===== config.mk =====
export PLATFORM = sky130hd
export DESIGN_NAME = e1_tx_slot_subst
export DESIGN_NICKNAME = d
export VERILOG_FILES = /design/src/rtl/e1ts_pkg.sv /design/src/rtl/e1ts_slot_timer.sv /design/src/rtl/e1ts_regs.sv /design/src/rtl/e1ts_sel.sv /design/src/rtl/e1_tx_slot_subst.sv
export SDC_FILE = /design/constraint.sdc
export NUM_CORES = 1
export LEC_CHECK = 0
export ABC_AREA = 1
export BUFFER_PORTS_ARGS = -buffer_cell sky130_fd_sc_hd__buf_2
export CORE_MARGIN = 8
export CORE_UTILIZATION = 45
export CTS_CLUSTER_SIZE = 8
export DETAILED_ROUTE_END_ITERATION = 10
export MAX_ROUTING_LAYER = met4
export PLACE_DENSITY = 0.63
export SYNTH_ARGS = -nofsm -noshare
export SYNTH_HDL_FRONTEND = slang
export SYNTH_HIERARCHICAL = 1
export SYNTH_SLANG_ARGS = --single-unit

===== constraint.sdc =====
create_clock -name clk -period 2 [get_ports clk]
set_input_delay 0.4 -clock clk [delete_from_list [all_inputs] [get_ports clk]]
set_output_delay 0.4 -clock clk [all_outputs]
set_load 0.01 [all_outputs]

===== src/rtl/e1ts_pkg.sv =====
package e1ts_pkg;

   // Source feeding the line for the current slot
   typedef enum logic [1:0] {
      SRC_PASS = 2'd0,
      SRC_IDLE = 2'd1,
      SRC_LOOP = 2'd2,
      SRC_CODE = 2'd3
   } src_e;

   localparam int unsigned DEF_NUM_SLOTS = 32;
   localparam int unsigned DEF_SLOT_BITS = 8;
   localparam int unsigned DEF_ADDR_W    = 7;

   // Number of byte-wide registers needed to hold one slot bitmap
   function automatic int unsigned map_regs(input int unsigned slots, input int unsigned width);
      return (slots + width - 1) / width;
   endfunction

endpackage


===== src/rtl/e1ts_slot_timer.sv =====
module e1ts_slot_timer #(
   parameter int unsigned NUM_SLOTS = 32,
   parameter int unsigned SLOT_BITS = 8,
   localparam int unsigned SLOT_W = $clog2(NUM_SLOTS),
   localparam int unsigned BIT_W  = $clog2(SLOT_BITS)
) (
   input  logic              clk,
   input  logic              rst_n,
   input  logic              fsync,
   output logic [SLOT_W-1:0] cur_slot,
   output logic [BIT_W-1:0]  cur_bit,
   output logic              slot_start
);

   localparam logic [SLOT_W-1:0] LAST_SLOT = SLOT_W'(NUM_SLOTS - 1);
   localparam logic [BIT_W-1:0]  LAST_BIT  = BIT_W'(SLOT_BITS - 1);

   generate
      if (NUM_SLOTS < 2) begin : g_bad_slots
         $error("e1ts_slot_timer: NUM_SLOTS must be at least 2");
      end
      if ((1 << BIT_W) != SLOT_BITS) begin : g_bad_bits
         $error("e1ts_slot_timer: SLOT_BITS must be a power of two");
      end
   endgenerate

   logic [SLOT_W-1:0] slot_q;
   logic [BIT_W-1:0]  bit_q;
   logic [SLOT_W-1:0] slot_nx;
   logic [BIT_W-1:0]  bit_nx;

   // Frame sync forces position zero in the very cycle it is seen
   assign cur_slot   = fsync ? '0 : slot_q;
   assign cur_bit    = fsync ? '0 : bit_q;
   assign slot_start = (cur_bit == '0);

   always_comb begin
      slot_nx = cur_slot;
      bit_nx  = cur_bit + 1'b1;
      if (cur_bit == LAST_BIT) begin
         bit_nx  = '0;
         slot_nx = (cur_slot == LAST_SLOT) ? '0 : cur_slot + 1'b1;
      end
   end

   always_ff @(posedge clk or negedge rst_n) begin
      if (!rst_n) begin
         slot_q <= '0;
         bit_q  <= '0;
      end else begin
         slot_q <= slot_nx;
         bit_q  <= bit_nx;
      end
   end

   AST_SYNC_RESTART: assert property (@(posedge clk) disable iff (!rst_n)
      fsync |=> (slot_q == '0) && (bit_q == BIT_W'(1)));

   AST_SLOT_ADVANCE: assert property (@(posedge clk) disable iff (!rst_n)
      (!fsync && bit_q == LAST_BIT && slot_q != LAST_SLOT)
      |=> (bit_q == '0) && (slot_q == SLOT_W'($past(slot_q) + 1'b1)));

   AST_FRAME_WRAP: assert property (@(posedge clk) disable iff (!rst_n)
      (!fsync && bit_q == LAST_BIT && slot_q == LAST_SLOT)
      |=> (bit_q == '0) && (slot_q == '0));

endmodule


===== src/rtl/e1ts_regs.sv =====
module e1ts_regs
   import e1ts_pkg::*;
#(
   parameter int unsigned NUM_SLOTS = 32,
   parameter int unsigned SLOT_BITS = 8,
   parameter int unsigned ADDR_W    = 7
) (
   input  logic                                 clk,
   input  logic                                 rst_n,
   input  logic                                 wr_en,
   input  logic [ADDR_W-1:0]                    wr_addr,
   input  logic [SLOT_BITS-1:0]                 wr_data,
   output logic [NUM_SLOTS-1:0][SLOT_BITS-1:0]  code_bank,
   output logic [NUM_SLOTS-1:0]                 map_shared,
   output logic [NUM_SLOTS-1:0]                 map_code,
   output logic [SLOT_BITS-1:0]                 idle_code,
   output logic                                 loop_mode
);

   localparam int unsigned MAP_REGS  = map_regs(NUM_SLOTS, SLOT_BITS);
   localparam int unsigned CODE_BASE = 0;
   localparam int unsigned SHR_BASE  = CODE_BASE + NUM_SLOTS;
   localparam int unsigned CMAP_BASE = SHR_BASE + MAP_REGS;
   localparam int unsigned IDLE_ADDR = CMAP_BASE + MAP_REGS;
   localparam int unsigned MODE_ADDR = IDLE_ADDR + 1;

   generate
      if (MODE_ADDR >= (1 << ADDR_W)) begin : g_bad_addr
         $error("e1ts_regs: ADDR_W too narrow for the register map");
      end
      if ((NUM_SLOTS % SLOT_BITS) != 0) begin : g_bad_lanes
         $error("e1ts_regs: NUM_SLOTS must be a multiple of SLOT_BITS");
      end
   endgenerate

   // Per-slot code registers
   generate
      for (genvar s = 0; s < NUM_SLOTS; s++) begin : g_code
         always_ff @(posedge clk or negedge rst_n) begin
            if (!rst_n) begin
               code_bank[s] <= '0;
            end else if (wr_en && wr_addr == ADDR_W'(CODE_BASE + s)) begin
               code_bank[s] <= wr_data;
            end
         end
      end
   endgenerate

   // Bitmap lanes: lane k bit b selects slot k*SLOT_BITS + b
   generate
      for (genvar k = 0; k < MAP_REGS; k++) begin : g_lane
         always_ff @(posedge clk or negedge rst_n) begin
            if (!rst_n) begin
               map_shared[k*SLOT_BITS +: SLOT_BITS] <= '0;
            end else if (wr_en && wr_addr == ADDR_W'(SHR_BASE + k)) begin
               map_shared[k*SLOT_BITS +: SLOT_BITS] <= wr_data;
            end
         end
         always_ff @(posedge clk or negedge rst_n) begin
            if (!rst_n) begin
               map_code[k*SLOT_BITS +: SLOT_BITS] <= '0;
            end else if (wr_en && wr_addr == ADDR_W'(CMAP_BASE + k)) begin
               map_code[k*SLOT_BITS +: SLOT_BITS] <= wr_data;
            end
         end
      end
   endgenerate

   always_ff @(posedge clk or negedge rst_n) begin
      if (!rst_n) begin
         idle_code <= '0;
         loop_mode <= 1'b0;
      end else if (wr_en) begin
         if (wr_addr == ADDR_W'(IDLE_ADDR)) idle_code <= wr_data;
         if (wr_addr == ADDR_W'(MODE_ADDR)) loop_mode <= wr_data[0];
      end
   end

   AST_IDLE_WRITE: assert property (@(posedge clk) disable iff (!rst_n)
      (wr_en && wr_addr == ADDR_W'(IDLE_ADDR)) |=> idle_code == $past(wr_data));

   AST_MODE_WRITE: assert property (@(posedge clk) disable iff (!rst_n)
      (wr_en && wr_addr == ADDR_W'(MODE_ADDR)) |=> loop_mode == $past(wr_data[0]));

endmodule


===== src/rtl/e1ts_sel.sv =====
module e1ts_sel
   import e1ts_pkg::*;
#(
   parameter int unsigned NUM_SLOTS = 32,
   parameter int unsigned SLOT_BITS = 8,
   parameter bit          REG_OUT   = 1'b1,
   localparam int unsigned SLOT_W = $clog2(NUM_SLOTS),
   localparam int unsigned BIT_W  = $clog2(SLOT_BITS)
) (
   input  logic                                 clk,
   input  logic                                 rst_n,
   input  logic [SLOT_W-1:0]                    cur_slot,
   input  logic [BIT_W-1:0]                     cur_bit,
   input  logic                                 slot_start,
   input  logic [NUM_SLOTS-1:0][SLOT_BITS-1:0]  code_bank,
   input  logic [NUM_SLOTS-1:0]                 map_shared,
   input  logic [NUM_SLOTS-1:0]                 map_code,
   input  logic [SLOT_BITS-1:0]                 idle_code,
   input  logic                                 loop_mode,
   input  logic                                 bp_data,
   input  logic                                 rx_data,
   output logic                                 line_data
);

   src_e                 fresh_src;
   logic [SLOT_BITS-1:0] fresh_byte;
   src_e                 src_q;
   logic [SLOT_BITS-1:0] byte_q;
   src_e                 eff_src;
   logic [SLOT_BITS-1:0] eff_byte;
   logic [BIT_W-1:0]     msb_idx;
   logic                 next_bit;

   // Decision for the slot that begins now; per-slot code has priority
   always_comb begin
      fresh_src = SRC_PASS;
      if (map_code[cur_slot]) begin
         fresh_src = SRC_CODE;
      end else if (map_shared[cur_slot]) begin
         fresh_src = loop_mode ? SRC_LOOP : SRC_IDLE;
      end
      fresh_byte = map_code[cur_slot] ? code_bank[cur_slot] : idle_code;
   end

   // Hold the decision for the remaining bits of the slot
   always_ff @(posedge clk or negedge rst_n) begin
      if (!rst_n) begin
         src_q  <= SRC_PASS;
         byte_q <= '0;
      end else if (slot_start) begin
         src_q  <= fresh_src;
         byte_q <= fresh_byte;
      end
   end

   assign eff_src  = slot_start ? fresh_src  : src_q;
   assign eff_byte = slot_start ? fresh_byte : byte_q;
   // Bit 0 of the slot carries the most significant code bit
   assign msb_idx  = BIT_W'(SLOT_BITS - 1) - cur_bit;

   always_comb begin
      unique case (eff_src)
         SRC_IDLE,
         SRC_CODE: next_bit = eff_byte[msb_idx];
         SRC_LOOP: next_bit = rx_data;
         default:  next_bit = bp_data;
      endcase
   end

   generate
      if (REG_OUT) begin : g_reg_out
         always_ff @(posedge clk or negedge rst_n) begin
            if (!rst_n) line_data <= 1'b0;
            else        line_data <= next_bit;
         end

         AST_PASS_THRU: assert property (@(posedge clk) disable iff (!rst_n)
            (!map_code[cur_slot] && !map_shared[cur_slot] && slot_start)
            |=> line_data == $past(bp_data));

         AST_LOOP_ALIGN: assert property (@(posedge clk) disable iff (!rst_n)
            (slot_start && !map_code[cur_slot] && map_shared[cur_slot] && loop_mode)
            |=> line_data == $past(rx_data));

         AST_CODE_MSB: assert property (@(posedge clk) disable iff (!rst_n)
            (slot_start && map_code[cur_slot])
            |=> line_data == $past(code_bank[cur_slot][SLOT_BITS-1]));
      end else begin : g_comb_out
         assign line_data = next_bit;
      end
   endgenerate

endmodule


===== src/rtl/e1_tx_slot_subst.sv =====
module e1_tx_slot_subst
   import e1ts_pkg::*;
#(
   parameter int unsigned NUM_SLOTS = DEF_NUM_SLOTS,
   parameter int unsigned SLOT_BITS = DEF_SLOT_BITS,
   parameter int unsigned ADDR_W    = DEF_ADDR_W,
   parameter bit          REG_OUT   = 1'b1
) (
   input  logic                 clk,
   input  logic                 rst_n,
   input  logic                 fsync,
   input  logic                 bp_data,
   input  logic                 rx_data,
   input  logic                 wr_en,
   input  logic [ADDR_W-1:0]    wr_addr,
   input  logic [SLOT_BITS-1:0] wr_data,
   output logic                 line_data
);

   localparam int unsigned SLOT_W = $clog2(NUM_SLOTS);
   localparam int unsigned BIT_W  = $clog2(SLOT_BITS);

   logic [SLOT_W-1:0]                   cur_slot;
   logic [BIT_W-1:0]                    cur_bit;
   logic                                slot_start;
   logic [NUM_SLOTS-1:0][SLOT_BITS-1:0] code_bank;
   logic [NUM_SLOTS-1:0]                map_shared;
   logic [NUM_SLOTS-1:0]                map_code;
   logic [SLOT_BITS-1:0]                idle_code;
   logic                                loop_mode;

   e1ts_slot_timer #(
      .NUM_SLOTS (NUM_SLOTS),
      .SLOT_BITS (SLOT_BITS)
   ) u_timer (
      .clk        (clk),
      .rst_n      (rst_n),
      .fsync      (fsync),
      .cur_slot   (cur_slot),
      .cur_bit    (cur_bit),
      .slot_start (slot_start)
   );

   e1ts_regs #(
      .NUM_SLOTS (NUM_SLOTS),
      .SLOT_BITS (SLOT_BITS),
      .ADDR_W    (ADDR_W)
   ) u_regs (
      .clk        (clk),
      .rst_n      (rst_n),
      .wr_en      (wr_en),
      .wr_addr    (wr_addr),
      .wr_data    (wr_data),
      .code_bank  (code_bank),
      .map_shared (map_shared),
      .map_code   (map_code),
      .idle_code  (idle_code),
      .loop_mode  (loop_mode)
   );

   e1ts_sel #(
      .NUM_SLOTS (NUM_SLOTS),
      .SLOT_BITS (SLOT_BITS),
      .REG_OUT   (REG_OUT)
   ) u_sel (
      .clk        (clk),
      .rst_n      (rst_n),
      .cur_slot   (cur_slot),
      .cur_bit    (cur_bit),
      .slot_start (slot_start),
      .code_bank  (code_bank),
      .map_shared (map_shared),
      .map_code   (map_code),
      .idle_code  (idle_code),
      .loop_mode  (loop_mode),
      .bp_data    (bp_data),
      .rx_data    (rx_data),
      .line_data  (line_data)
   );

   AST_RESET_LOW: assert property (@(posedge clk)
      !rst_n |=> (!$past(rst_n) && !rst_n) -> (line_data == 1'b0));

endmodule


==> impl_metrics.py <==
metrics = {
    "timing": {
        "hold_viol": 0,
        "timing.final.crit_share_pct": 118,
        "timing.final.ws_setup_ns": -0.364,
        "setup-violations-final": 4,
        "slew_violations": 0,
        "skew_ns": 0.0182,
        "rsz0062_at_grt": "yes",
        "max_freq_mhz": 423,
        "relSlewSlack_pct": 66.5,
        "post-route-min-period_ns": 2.36,
        "worst_slew_pin_slew_ns": 0.499,
    },
    "power": {
        "seq_power_share_pct": 46.5,
        "internal_power_mw": 12.6,
        "power.switching_mw": 4.60,
        "p_sw_share_pct": 26.8,
        "power_frac_comb_pct": 10.7,
        "clock_power_share_pct": 42.8,
        "peakVddDrop_v": 0.000628,
        "p_leak_nw": 11.1,
        "power.density_mw_per_mm2": 809,
    },
    "worst_setup_path": {
        "required_ns": 2.48,
        "path_max_fanout": 8,
        "rrSetupSlack_ns": -0.36,
        "crit_path_start_kind": "flop",
        "criticalPathCategory": "flop to flop",
        "cp-end-kind": "flop",
        "crit_arrival_ns": 2.84,
    },
    "clock_network": {
        "cts_sinks": 348,
        "path_clk_slew_ns": 0.05,
        "clockRootBuffer": "clkbuf_16",
        "tritoncts": "built",
        "clk_path_buf_depth": 3,
        "cts_max_level": 2,
        "cts_buffers": 49,
        "clock_latency_ns": 0.59,
    },
    "logic_synthesis": {
        "synth_warnings": 6,
        "synth_area_leaders": "dfrtp_1 49%, nand2_1 21%, nand3_1 11%",
        "ys.flop_type": "dfrtp_1",
        "yosysUniqueCellTypes": 33,
        "synth-async-reset-ratio_pct": 100,
        "yosys.area.top_type": "dfrtp_1",
        "syn-num-nets": 2464,
        "synth.avg_cell_area_um2": 7.25,
        "yosys_register_bits": 348,
        "netlist_area_mm2": 0.0177,
        "synth_cells": 2438,
        "synth-seq-area-share_pct": 49.3,
        "yosysTopAreaCellShare_pct": 49.3,
        "synth_edf_count": 0,
    },
    "die": {
        "start_util_pct": 45.6,
        "row_count": 72,
        "dieArea_mm2": 0.0459,
        "die_x_um": 214,
        "die_h_um": 214,
        "design.core.area_mm2": 0.0387,
        "ios": 22,
    },
    "layout": {
        "nNetsFinal": 2557,
        "layout-drive-gt1-share_pct": 13.1,
        "register_area_mm2": 0.00871,
        "layout_commonest_cell": "nand2_1",
        "final_cell_mix": "980 x nand2_1, 358 x nand3_1, 348 x dfrtp_1",
        "layout.filler_cells": 3687,
        "final_util_pct": 54.8,
        "syn2layout_area_growth_pct": 20.1,
        "multiInputGateArea_mm2": 0.00809,
        "layout.cells.non_filler": 3053,
    },
    "route": {
        "vias_per_cell": 5.54,
        "drtAntennaViolNets": 0,
        "post-route-drc-count": 0,
        "dr_total_vias": 16900,
        "wirelength_mm": 57.8,
        "avgRoutedWirePerCell_um": 18.9,
        "drt_iter0_drc": 1904,
        "drtPass1Iterations": 6,
    },
    "run_status": {
        "failed_checks": "setup timing",
        "status": "complete, but fails checks",
    },
    "global_routing": {
        "overflow": 0,
        "grt_max_degree": 57,
        "antenna_found_initial": 1,
        "grt_pass1_vias": 15800,
        "grt_first_pass_wirelength_mm": 89.1,
        "track_usage_pct": 24.6,
    },
    "place": {
        "post-dp-hpwl_mm": 35.1,
        "portBuffers": 21,
        "finalWeightedCongestion": 0.915,
        "dp_cells": 2977,
        "place_ws_ns": -0.663,
    },
    "flow_run": {
        "drv_cap": 0,
    },
    "min_path": {
        "min_path_type": "primary input to flop",
    },
}
-- sequential cells by signal, summed over array words and instances, names as in the netlist --
register and flops:
u_regs/code_bank 256, u_regs/map_code 32, u_regs/map_shared 32, u_regs/idle_code 8
u_sel/byte_q 8, u_timer/slot_q 5, u_timer/bit_q 3, u_sel/src_q 2
u_regs/loop_mode 1, u_sel/line_data 1
-- worst paths after layout --
path	depth (start not counted)	start	to
max in group asynchronous	3	rst_n	u_regs/code_bank[220]
worst max register to register	18	u_timer/slot_q[0]	u_sel/line_data
worst min register to register	1	u_timer/bit_q[0]	u_timer/bit_q[0]
worst max-delay path	18	u_timer/slot_q[0]	u_sel/line_data
worst min-delay path	5	rx_data	u_sel/line_data
min in group asynchronous	2	rst_n	u_regs/code_bank[7]
-- worst max-delay path: stages, from the launching register on --
cell     delay (ns)
dfrtp_1        0.40
nand2_4        0.10
inv_8          0.05
buf_12         0.15
buf_12         0.15
buf_8          0.13
buf_8          0.12
o21ai_1        0.18
a21oi_1        0.10
a21oi_1        0.14
o21ai_1        0.08
nand3_1        0.12
nand2_1        0.08
nor2_2         0.12
o22ai_4        0.09
inv_2          0.07
nand3_1        0.07
nand2_1        0.06
inv_1          0.04
-- through the flow --
stage          total power, mW  TNS (ns)  area, µm²  hold WS, ns
2_1_floorplan             9.01   -0.0848      17700        0.104
3_3_place_gp              9.80     -3.52      19300        0.358
3_5_place_dp              9.84     -3.76      19300        0.354
4_1_cts                   17.2    -0.355      20700        0.161
5_1_grt                   17.8     -1.40      21200        0.189
6_report                  17.2    -0.631      21200        0.181
-- power groups by stage --
stage	clock network (mW)	logic (mW)	registers [mW]
final	7.34	1.84	7.99
after global placement	0	1.73	8.07
after CTS	7.48	1.78	7.98
after floorplan	0	1.05	7.97
after detailed placement	0	1.76	8.08
after global routing	7.72	2.07	8.04
-- cell families after synthesis --
| family | after synthesis | synth area share (%) |
|---|---|---|
| AOI/OAI and AO/OA | 220 | 6.52 |
| xor gates and xnor gates | 1 | 0.0921 |
| adders and majority gates | 5 | 0.354 |
| buffers and inverters | 253 | 6.27 |
| DFF | 348 | 49.3 |
| and+or+nand+nor | 1611 | 37.5 |
-- cell usage after synthesis (4+ instances only) --
library cell,number
buf_1,12
nand2_2,16
ha_1,5
buf_6,4
buf_2,49
nor2_2,10
a21oi_1,4
clkbuf_1,72
o221ai_1,4
o211ai_1,6
clkinv_1,15
nor2_1,209
inv_2,4
inv_1,79
dfrtp_1,348
o21ai_0,196
nand2_1,989
buf_4,17
nand3_1,381
-- layout make-up --
class	instances	share of cell area, %
clock inverters	4	0.218
multi-input cells	1838	38.1
well taps	518	3.05
diodes	1	0.0118
inverters	99	1.89
clock buffers	50	5.80
flip-flops and latches	348	41.0
repair buffers	195	9.83
-- layer usage --
metal | wire length [µm] | vias to the layer above | global-route usage, %
met5 | 0 | - | -
met4 | 1730 | 0 | 7.82
met3 | 4860 | 120 | 3.65
met2 | 26200 | 744 | 37.1
met1 | 25000 | 8097 | 34.0
li1 | - | 7952 | -
-- what timing repair did --
action / in CTS / in global routing
pin swaps: 3 / 33
resized for setup: 16 / 62
endpoints found under the hold margin: 39 / 0
endpoints found under the setup margin: 11 / 11
gates cloned: 0 / 11
hold buffers: 1 / 0
setup buffers: 1 / 8
Power figures use the tool's default switching activity.
